--- config.mk ---
export PLATFORM = sky130hd
export DESIGN_NAME = pcm_serial_port
export DESIGN_NICKNAME = d
export VERILOG_FILES = /design/src/rtl/pcm_pkg.sv /design/src/rtl/pcm_pin_sync.sv /design/src/rtl/pcm_bclk_watch.sv /design/src/rtl/pcm_fmt_detect.sv /design/src/rtl/pcm_serial_port.sv
export SDC_FILE = /design/constraint.sdc
export NUM_CORES = 1
export LEC_CHECK = 0
export ABC_CLOCK_PERIOD_IN_PS = 2700
export BUFFER_PORTS_ARGS = -buffer_cell sky130_fd_sc_hd__buf_2
export CAP_MARGIN = 20
export CORE_MARGIN = 10
export CORE_UTILIZATION = 59
export CTS_CLUSTER_SIZE = 25
export DETAILED_ROUTE_END_ITERATION = 6
export PLACE_DENSITY = 0.8
export RECOVER_POWER = 25
export REMOVE_ABC_BUFFERS = 1
export SLEW_MARGIN = 20
export SYNTH_ARGS = -nofsm -noshare
export SYNTH_HDL_FRONTEND = slang
export SYNTH_HIERARCHICAL = 1
export SYNTH_SLANG_ARGS = --single-unit
--- constraint.sdc ---
create_clock -name clk -period 2.7 [get_ports clk]
set_clock_uncertainty 0.1 [all_clocks]
set_input_delay 0.675 -clock clk [delete_from_list [all_inputs] [get_ports clk]]
set_output_delay 0.675 -clock clk [all_outputs]
set_load 0.02 [all_outputs]
--- src/rtl/pcm_pkg.sv ---
package pcm_pkg;
  localparam int WORD_W = 16;
  localparam int CMP_W  = 8;

  typedef enum logic [1:0] {
    FMT_ALAW   = 2'd0,
    FMT_MULAW  = 2'd1,
    FMT_LINEAR = 2'd2
  } pcm_fmt_e;

  function automatic logic [4:0] fmt_bits(pcm_fmt_e f);
    return (f == FMT_LINEAR) ? 5'(WORD_W) : 5'(CMP_W);
  endfunction

  function automatic logic [WORD_W-1:0] fmt_zero(pcm_fmt_e f);
    case (f)
      FMT_ALAW:  return 16'h00D5;
      FMT_MULAW: return 16'h00FF;
      default:   return 16'h0000;
    endcase
  endfunction
endpackage

--- src/rtl/pcm_pin_sync.sv ---
module pcm_pin_sync #(
  parameter int          W       = 1,
  parameter logic [W-1:0] RST_VAL = '0
) (
  input  logic         clk,
  input  logic         rst_n,
  input  logic [W-1:0] din,
  output logic [W-1:0] dout
);
  for (genvar i = 0; i < W; i++) begin : g_bit
    logic s1, s2;
    always_ff @(posedge clk or negedge rst_n) begin
      if (!rst_n) begin
        s1 <= RST_VAL[i];
        s2 <= RST_VAL[i];
      end else begin
        s1 <= din[i];
        s2 <= s1;
      end
    end
    assign dout[i] = s2;
  end
endmodule

--- src/rtl/pcm_bclk_watch.sv ---
module pcm_bclk_watch #(
  parameter int MAX_HALF_CYC = 1954,
  parameter int MARGIN       = 32
) (
  input  logic clk,
  input  logic rst_n,
  input  logic bclk_lvl,
  input  logic bclk_rise,
  output logic stopped
);
  localparam int LIMIT = MAX_HALF_CYC + MARGIN;
  localparam int CW    = $clog2(LIMIT + 2);

  logic [CW-1:0] low_cnt;

  always_ff @(posedge clk or negedge rst_n) begin
    if (!rst_n) begin
      low_cnt <= '0;
      stopped <= 1'b0;
    end else begin
      if (bclk_lvl) low_cnt <= '0;
      else if (low_cnt != CW'(LIMIT + 1)) low_cnt <= low_cnt + 1'b1;
      if (bclk_rise) stopped <= 1'b0;
      else if (!bclk_lvl && low_cnt == CW'(LIMIT)) stopped <= 1'b1;
    end
  end


  stop_hold_chk: assert property (@(posedge clk) disable iff (!rst_n)
    (stopped && !bclk_rise) |=> stopped);
endmodule

--- src/rtl/pcm_fmt_detect.sv ---
module pcm_fmt_detect
  import pcm_pkg::*;
(
  input  logic     clk,
  input  logic     rst_n,
  input  logic     fs_rise,
  input  logic     fs_fall,
  input  logic     fmt_lvl,
  output pcm_fmt_e fmt_next,
  output pcm_fmt_e fmt_q
);
  logic       rise_val, fall_val, have_rise;
  logic [1:0] streak, streak_n;
  logic       lin_ev;

  always_comb begin
    lin_ev   = have_rise & rise_val & ~fall_val;
    streak_n = lin_ev ? ((streak == 2'd2) ? 2'd2 : streak + 2'd1) : 2'd0;
    if (streak_n == 2'd2) fmt_next = FMT_LINEAR;
    else if (fmt_lvl)     fmt_next = FMT_MULAW;
    else                  fmt_next = FMT_ALAW;
  end

  always_ff @(posedge clk or negedge rst_n) begin
    if (!rst_n) begin
      rise_val  <= 1'b0;
      fall_val  <= 1'b0;
      have_rise <= 1'b0;
      streak    <= 2'd0;
      fmt_q     <= FMT_ALAW;
    end else begin
      if (fs_fall) fall_val <= fmt_lvl;
      if (fs_rise) begin
        rise_val  <= fmt_lvl;
        have_rise <= 1'b1;
        streak    <= streak_n;
        fmt_q     <= fmt_next;
      end
    end
  end


  fmt_frame_only_chk: assert property (@(posedge clk) disable iff (!rst_n)
    !fs_rise |=> $stable(fmt_q));
endmodule

--- src/rtl/pcm_serial_port.sv ---
module pcm_serial_port
  import pcm_pkg::*;
#(
  parameter int MAX_HALF_CYC = 1954
) (
  input  logic        clk,
  input  logic        rst_n,
  input  logic        bclk_in,
  input  logic        fs_in,
  input  logic        dr_in,
  input  logic        fmt_sel,
  input  logic        align_sel,
  input  logic        mute_n,
  input  logic        pdn_n,
  input  logic [15:0] tx_data,
  input  logic        tx_valid,
  output logic        tx_ready,
  output logic        dx_out,
  output logic [15:0] rx_data,
  output logic        rx_valid,
  output logic [1:0]  fmt_out,
  output logic        pd_out
);
  localparam int NPIN = 7;
  localparam logic [NPIN-1:0] PIN_RST = 7'b1100000;

  logic [NPIN-1:0] pin_s;
  logic bclk_s, fs_s, dr_s, fmt_s, align_s, mute_s, pdn_s;
  logic bclk_d, fs_d;
  logic bclk_rise, bclk_fall, fs_rise, fs_fall;
  logic stopped, pd, frame_start;
  pcm_fmt_e fmt_next, fmt_q, frame_fmt;

  pcm_pin_sync #(.W(NPIN), .RST_VAL(PIN_RST)) i_sync (
    .clk (clk), .rst_n (rst_n),
    .din ({pdn_n, mute_n, align_sel, fmt_sel, dr_in, fs_in, bclk_in}),
    .dout(pin_s)
  );
  assign {pdn_s, mute_s, align_s, fmt_s, dr_s, fs_s, bclk_s} = pin_s;

  always_ff @(posedge clk or negedge rst_n) begin
    if (!rst_n) begin
      bclk_d <= 1'b0;
      fs_d   <= 1'b0;
    end else begin
      bclk_d <= bclk_s;
      fs_d   <= fs_s;
    end
  end
  assign bclk_rise = bclk_s & ~bclk_d;
  assign bclk_fall = ~bclk_s & bclk_d;
  assign fs_rise   = fs_s & ~fs_d;
  assign fs_fall   = ~fs_s & fs_d;

  pcm_bclk_watch #(.MAX_HALF_CYC(MAX_HALF_CYC)) i_watch (
    .clk(clk), .rst_n(rst_n), .bclk_lvl(bclk_s), .bclk_rise(bclk_rise),
    .stopped(stopped)
  );

  pcm_fmt_detect i_fmt (
    .clk(clk), .rst_n(rst_n), .fs_rise(fs_rise), .fs_fall(fs_fall),
    .fmt_lvl(fmt_s), .fmt_next(fmt_next), .fmt_q(fmt_q)
  );

  assign pd          = ~pdn_s | stopped;
  assign frame_start = fs_rise & ~pd;

  // transmit holding register (valid/ready)
  logic        hold_full;
  logic [15:0] hold_word;
  always_ff @(posedge clk or negedge rst_n) begin
    if (!rst_n) begin
      hold_full <= 1'b0;
      hold_word <= '0;
    end else begin
      if (frame_start) hold_full <= 1'b0;
      if (tx_valid && tx_ready) begin
        hold_word <= tx_data;
        hold_full <= 1'b1;
      end
    end
  end
  assign tx_ready = ~hold_full;

  // word chosen at frame start, left-aligned
  logic [15:0] ld_word, ld_aligned;
  always_comb begin
    if (!mute_s || !hold_full) ld_word = fmt_zero(fmt_next);
    else if (fmt_next == FMT_LINEAR) ld_word = hold_word;
    else ld_word = {8'h00, hold_word[7:0]};
    ld_aligned = (fmt_next == FMT_LINEAR) ? ld_word : {ld_word[7:0], 8'h00};
  end

  logic [15:0] tx_sh;
  logic [4:0]  tx_left, rx_cnt, cur_w;
  logic        pending, tx_act, rx_act, dx_q;
  logic [14:0] rx_sh;
  logic [15:0] rx_new, rx_mask;

  assign cur_w   = fmt_bits(frame_fmt);
  assign rx_new  = {rx_sh, dr_s};
  assign rx_mask = (frame_fmt == FMT_LINEAR) ? 16'hFFFF : 16'h00FF;

  always_ff @(posedge clk or negedge rst_n) begin
    if (!rst_n) begin
      tx_sh     <= '0;
      tx_left   <= '0;
      pending   <= 1'b0;
      tx_act    <= 1'b0;
      rx_act    <= 1'b0;
      rx_cnt    <= '0;
      rx_sh     <= '0;
      dx_q      <= 1'b0;
      rx_data   <= '0;
      rx_valid  <= 1'b0;
      frame_fmt <= FMT_ALAW;
    end else if (pd) begin
      pending  <= 1'b0;
      tx_act   <= 1'b0;
      rx_act   <= 1'b0;
      dx_q     <= 1'b0;
      rx_valid <= 1'b0;
    end else begin
      rx_valid <= 1'b0;
      if (frame_start) begin
        frame_fmt <= fmt_next;
        tx_sh     <= ld_aligned;
        if (align_s) begin
          pending <= 1'b0;
          tx_act  <= 1'b1;
          dx_q    <= ld_aligned[15];
          tx_left <= fmt_bits(fmt_next) - 5'd1;
          rx_act  <= 1'b1;
          rx_cnt  <= '0;
        end else begin
          pending <= 1'b1;
          tx_act  <= 1'b0;
          dx_q    <= 1'b0;
          rx_act  <= 1'b0;
        end
      end else if (bclk_rise) begin
        if (pending) begin
          pending <= 1'b0;
          tx_act  <= 1'b1;
          dx_q    <= tx_sh[15];
          tx_left <= cur_w - 5'd1;
          rx_act  <= 1'b1;
          rx_cnt  <= '0;
        end else if (tx_act) begin
          if (tx_left == 5'd0) begin
            tx_act <= 1'b0;
            dx_q   <= 1'b0;
          end else begin
            tx_sh   <= {tx_sh[14:0], 1'b0};
            dx_q    <= tx_sh[14];
            tx_left <= tx_left - 5'd1;
          end
        end
      end
      if (bclk_fall && rx_act) begin
        rx_sh  <= rx_new[14:0];
        rx_cnt <= rx_cnt + 5'd1;
        if (rx_cnt == cur_w - 5'd1) begin
          rx_act   <= 1'b0;
          rx_valid <= 1'b1;
          rx_data  <= mute_s ? (rx_new & rx_mask) : fmt_zero(frame_fmt);
        end
      end
    end
  end

  assign dx_out  = dx_q;
  assign fmt_out = fmt_q;
  assign pd_out  = pd;


  rx_strobe_chk: assert property (@(posedge clk) disable iff (!rst_n)
    rx_valid |=> !rx_valid);

  pd_quiet_chk: assert property (@(posedge clk) disable iff (!rst_n)
    pd |=> (!dx_out && !rx_valid));

  hold_keep_chk: assert property (@(posedge clk) disable iff (!rst_n)
    (hold_full && !frame_start) |=> (hold_full && $stable(hold_word)));

  slot_len_chk: assert property (@(posedge clk) disable iff (!rst_n)
    tx_act |-> (tx_left < cur_w));
endmodule

==> run metrics <==
Worst R2R Start=tx_left[0]; clock slew at reported path FFs=roughly 0.06 ns; nets@finish=slightly below 600; part of the power in combinational logic=between 10% and 20%; critical path cell sequence=nor2b_2 -> inv_1 -> buf_2; share of total power in the clock network=between 40% and 50%; DRC=0; CTS tree=done; Post-CTS Hold Buffers=0; Rel. slew slack=-2.27%; crit end category=primary output; initial antenna violation count=0; reg2reg end=tx_left[1]; Avg WL per Cell=approximately 17 microns; CP max FO=8; Buf/Inv on CP=2; Max-Cap Viols=1; row cnt=34; RSZ-0062 raised after global routing=false; critical path's slowest cell=dfstp_2; worst path arrival time=1.78 ns; IO Pins=48; clk_lat worst skew=around 0.52 ns; CORE AREA=between 0.008 and 0.009 sq mm; Crit path max-delay family=flip-flops; CTS root buffer=clkbuf_8; Die X=roughly 120 microns; Worst Max-Slew Pin Slew=roughly 1.5 ns; CTS Buf Count=17; final hold slack=approximately 0.16 ns; die area=~0.013 sq mm; TritonCTS Sinks=between 100 and 150; Final min period=between 2 and 3 ns; Unique masters post-synth=between 50 and 60; Final ANT Viol Nets=0; sequential power share=a little over two fifths; GR Overflow Total=0; sw frac=26.7%; Initial Util=between 60% and 70%; Pleak=a little over 3 nW; worst reg2reg setup slack=around 0.22 ns; Vias per Instance=roughly 6; vias=about 4k; status=complete, but fails checks; share of layout cells above drive strength 1=25.5%; EDFF count, synth=0; Post-Syn Area=0.00541 sq mm; Max Clk Rate=0.391 GHz; area delta synth->final=17.1%; Routed WL=11300 microns; R2R cell count=6; maximum clock insertion buffer count=2; final core occ=between 70% and 80%; worst endpoint required time=1.92 ns; Mapped Cells=~500; vias in the first global route=about 3.9k; startpoint types=flip-flop; Hold EP=i_sync/g_bit[5].s1; H-tree Lvls=4; Psw=between 1 and 1.5 mW; GRT Util Overall=between 10% and 20%; YS warnings=6; largest net degree at the start of global routing=64; first-pass GRT wire length=between 15000 and 20000 microns; setup_tns=0 ns; register area share after synthesis=between 50% and 60%; Pwr Density=between 800 and 900 mW/mm^2; synthesized area per cell=~11 sq um; Async S/R FF share, synth=100%; Int Power=slightly below 4 mW; Yosys reg bits=116; Worst VDD drop=617 uV; drt initial violations=270; Final period util=94.8%; Max Slew Vio Count=64; kind of critical path=flip-flop to primary output; Worst Hold Path Cells=1; drt pass-1 iters=5; Hold Fails Final Rpt=0; n_diodes=0; Crit path largest cell delay=0.55 ns; FILL cells=between 600 and 700; HP Start=mute_n; Main synth FF type=dfrtp_1; Final setup viols=0; Final Wtd Congestion=between 0.8 and 0.9; die height=116 microns; port bufs=47; Tot Pwr=approximately 5.2 mW; DP HPWL=7510 microns; HP Class=primary input to flip-flop; violated checks=capacitance limit, slew limit
==> cell usage after synthesis, types with 3 or more instances <==
cell type  instances  area, sq um
dfrtp_1          112         2800
nand2_1           82          308
inv_1             30          113
mux2_2            26          293
a21oi_1           23          115
mux2i_1           17          170
nand3_1           17         85.1
o21ai_0           16         80.1
clkbuf_1          15         56.3
nor2_1            11         41.3
o31ai_1           11         82.6
a22o_1            10         87.6
mux2_4            10          150
buf_4              8         60.1
a21o_1             7         52.6
nand3b_1           7         52.6
nor2b_1            7         43.8
ha_1               6         75.1
or4_1              6         45.0
nand2b_1           5         31.3
nor3_1             5         25.0
o211ai_1           5         37.5
buf_1              4         15.0
dfstp_2            4          105
nand4_1            4         25.0
o21a_1             4         30.0
a211oi_1           3         22.5
nand4b_1           3         26.3
or3_1              3         18.8
==> how the worst max path moves through the flow <==
stage / slack [ns] / endpoint / from / cells past startpoint
finish: 0.14 / pd_out / i_sync/g_bit[6].s2 / 3
floorplan: 0.16 / rx_data[1] / i_sync/g_bit[6].s2 / 3
global route: 0.06 / pd_out / i_sync/g_bit[6].s2 / 3
global placement: 0.39 / tx_left[0] / tx_left[0] / 6
CTS: 0.001 / pd_out / i_sync/g_bit[6].s2 / 3
detailed placement: 0.27 / tx_left[1] / tx_left[0] / 6
==> sequential cells by signal (all words and copies together), names as in the netlist, 2 cells and up <==
| signal | count |
|---|---|
| tx_sh | 16 |
| i_sync/g_bit.s1 | 7 |
| rx_sh | 15 |
| hold_word | 16 |
| i_fmt/fmt_q | 2 |
| frame_fmt | 2 |
| rx_data | 16 |
| rx_cnt | 5 |
| i_sync/g_bit.s2 | 7 |
| tx_left | 5 |
| i_fmt/streak | 2 |
| i_watch/low_cnt | 11 |
==> logic make-up after synthesis <==
kind of cell | share of synthesized area, %
buffers and inverters | 5.11
adder cells (fa/ha/maj) | 1.39
AO/OA/AOI/OAI | 11.7
multiplexers | 11.7
AND/OR/NAND/NOR | 15.7
flip-flops | 53.7
XOR/XNOR | 0.647
==> worst reg2reg max path, stage by stage, from the launching register on <==
cell,delay [ns]
dfrtp_1,0.41
inv_1,0.08
ha_1,0.16
or4b_4,0.51
a311oi_2,0.38
or2_0,0.37
mux2_1,0.37
==> layer usage <==
metal | track usage, % | wire (microns) | vias to the layer above | part of all wire, %
met5 | 0 | 0 | - | 0
met2 | 29.2 | 5680 | 101 | 50
met1 | 21.2 | 4920 | 1950 | 44
met3 | 5.27 | 550 | 15 | 4.9
met4 | 5.84 | 133 | 0 | 1.2
li1 | - | - | 1837 | -
==> layout make-up <==
cell class,count,area [sq um],area share [%]
tap,108,135,2.13
clock buffer,17,414,6.53
clock inverter,15,205,3.24
sequential,116,2910,45.9
timing repair buffer,61,334,5.27
inverter,30,113,1.78
multi-input combinational,322,2230,35.2
==> repair_timing <==
action	CTS	global route
setup endpoints to repair	0	1
setup buffers	0	0
gates resized for setup	0	1
==> stage by stage <==
step | cell area, sq um | cells | setup slack [ns]
floorplan | 5250 | 468 | 0.161
global placement | 5750 | 637 | 0.391
detailed placement | 5750 | 637 | 0.271
CTS | 6370 | 669 | 0.00121
global route | 6340 | 669 | 0.0619
finish | 6340 | 669 | 0.141
==> cell usage in the layout (no fill, tap or decap), types with 4 or more instances in the layout <==
master | Yosys | final
mux2i_1 | 17 | 17
o21ai_0 | 16 | 16
nand3_1 | 17 | 17
clkbuf_16 | 0 | 16
a22o_1 | 10 | 10
nor2_1 | 11 | 11
a21oi_1 | 23 | 23
o211ai_1 | 5 | 5
nor2b_1 | 7 | 6
bufinv_16 | 0 | 4
nand3b_1 | 7 | 7
nand2b_1 | 5 | 5
mux2_4 | 10 | 10
nand2_1 | 82 | 82
inv_1 | 30 | 30
clkinv_4 | 0 | 5
buf_4 | 8 | 12
a21o_1 | 7 | 7
nand4_1 | 4 | 4
buf_2 | 2 | 46
mux2_2 | 26 | 26
dfstp_2 | 4 | 4
o31ai_1 | 11 | 11
ha_1 | 6 | 6
or4_1 | 6 | 6
o21a_1 | 4 | 4
nor3_1 | 5 | 5
dfrtp_1 | 112 | 112
==> power groups by stage <==
stage	Sequential (mW)	Clock, mW	Combinational, mW
4_1_cts	2.23	2.37	0.687
3_5_place_dp	2.25	0	0.677
5_1_grt	2.27	2.45	0.751
6_report	2.23	2.34	0.675
3_3_place_gp	2.24	0	0.644
2_1_floorplan	2.18	0	0.491
No activity file was read; power rests on OpenSTA's default activity.
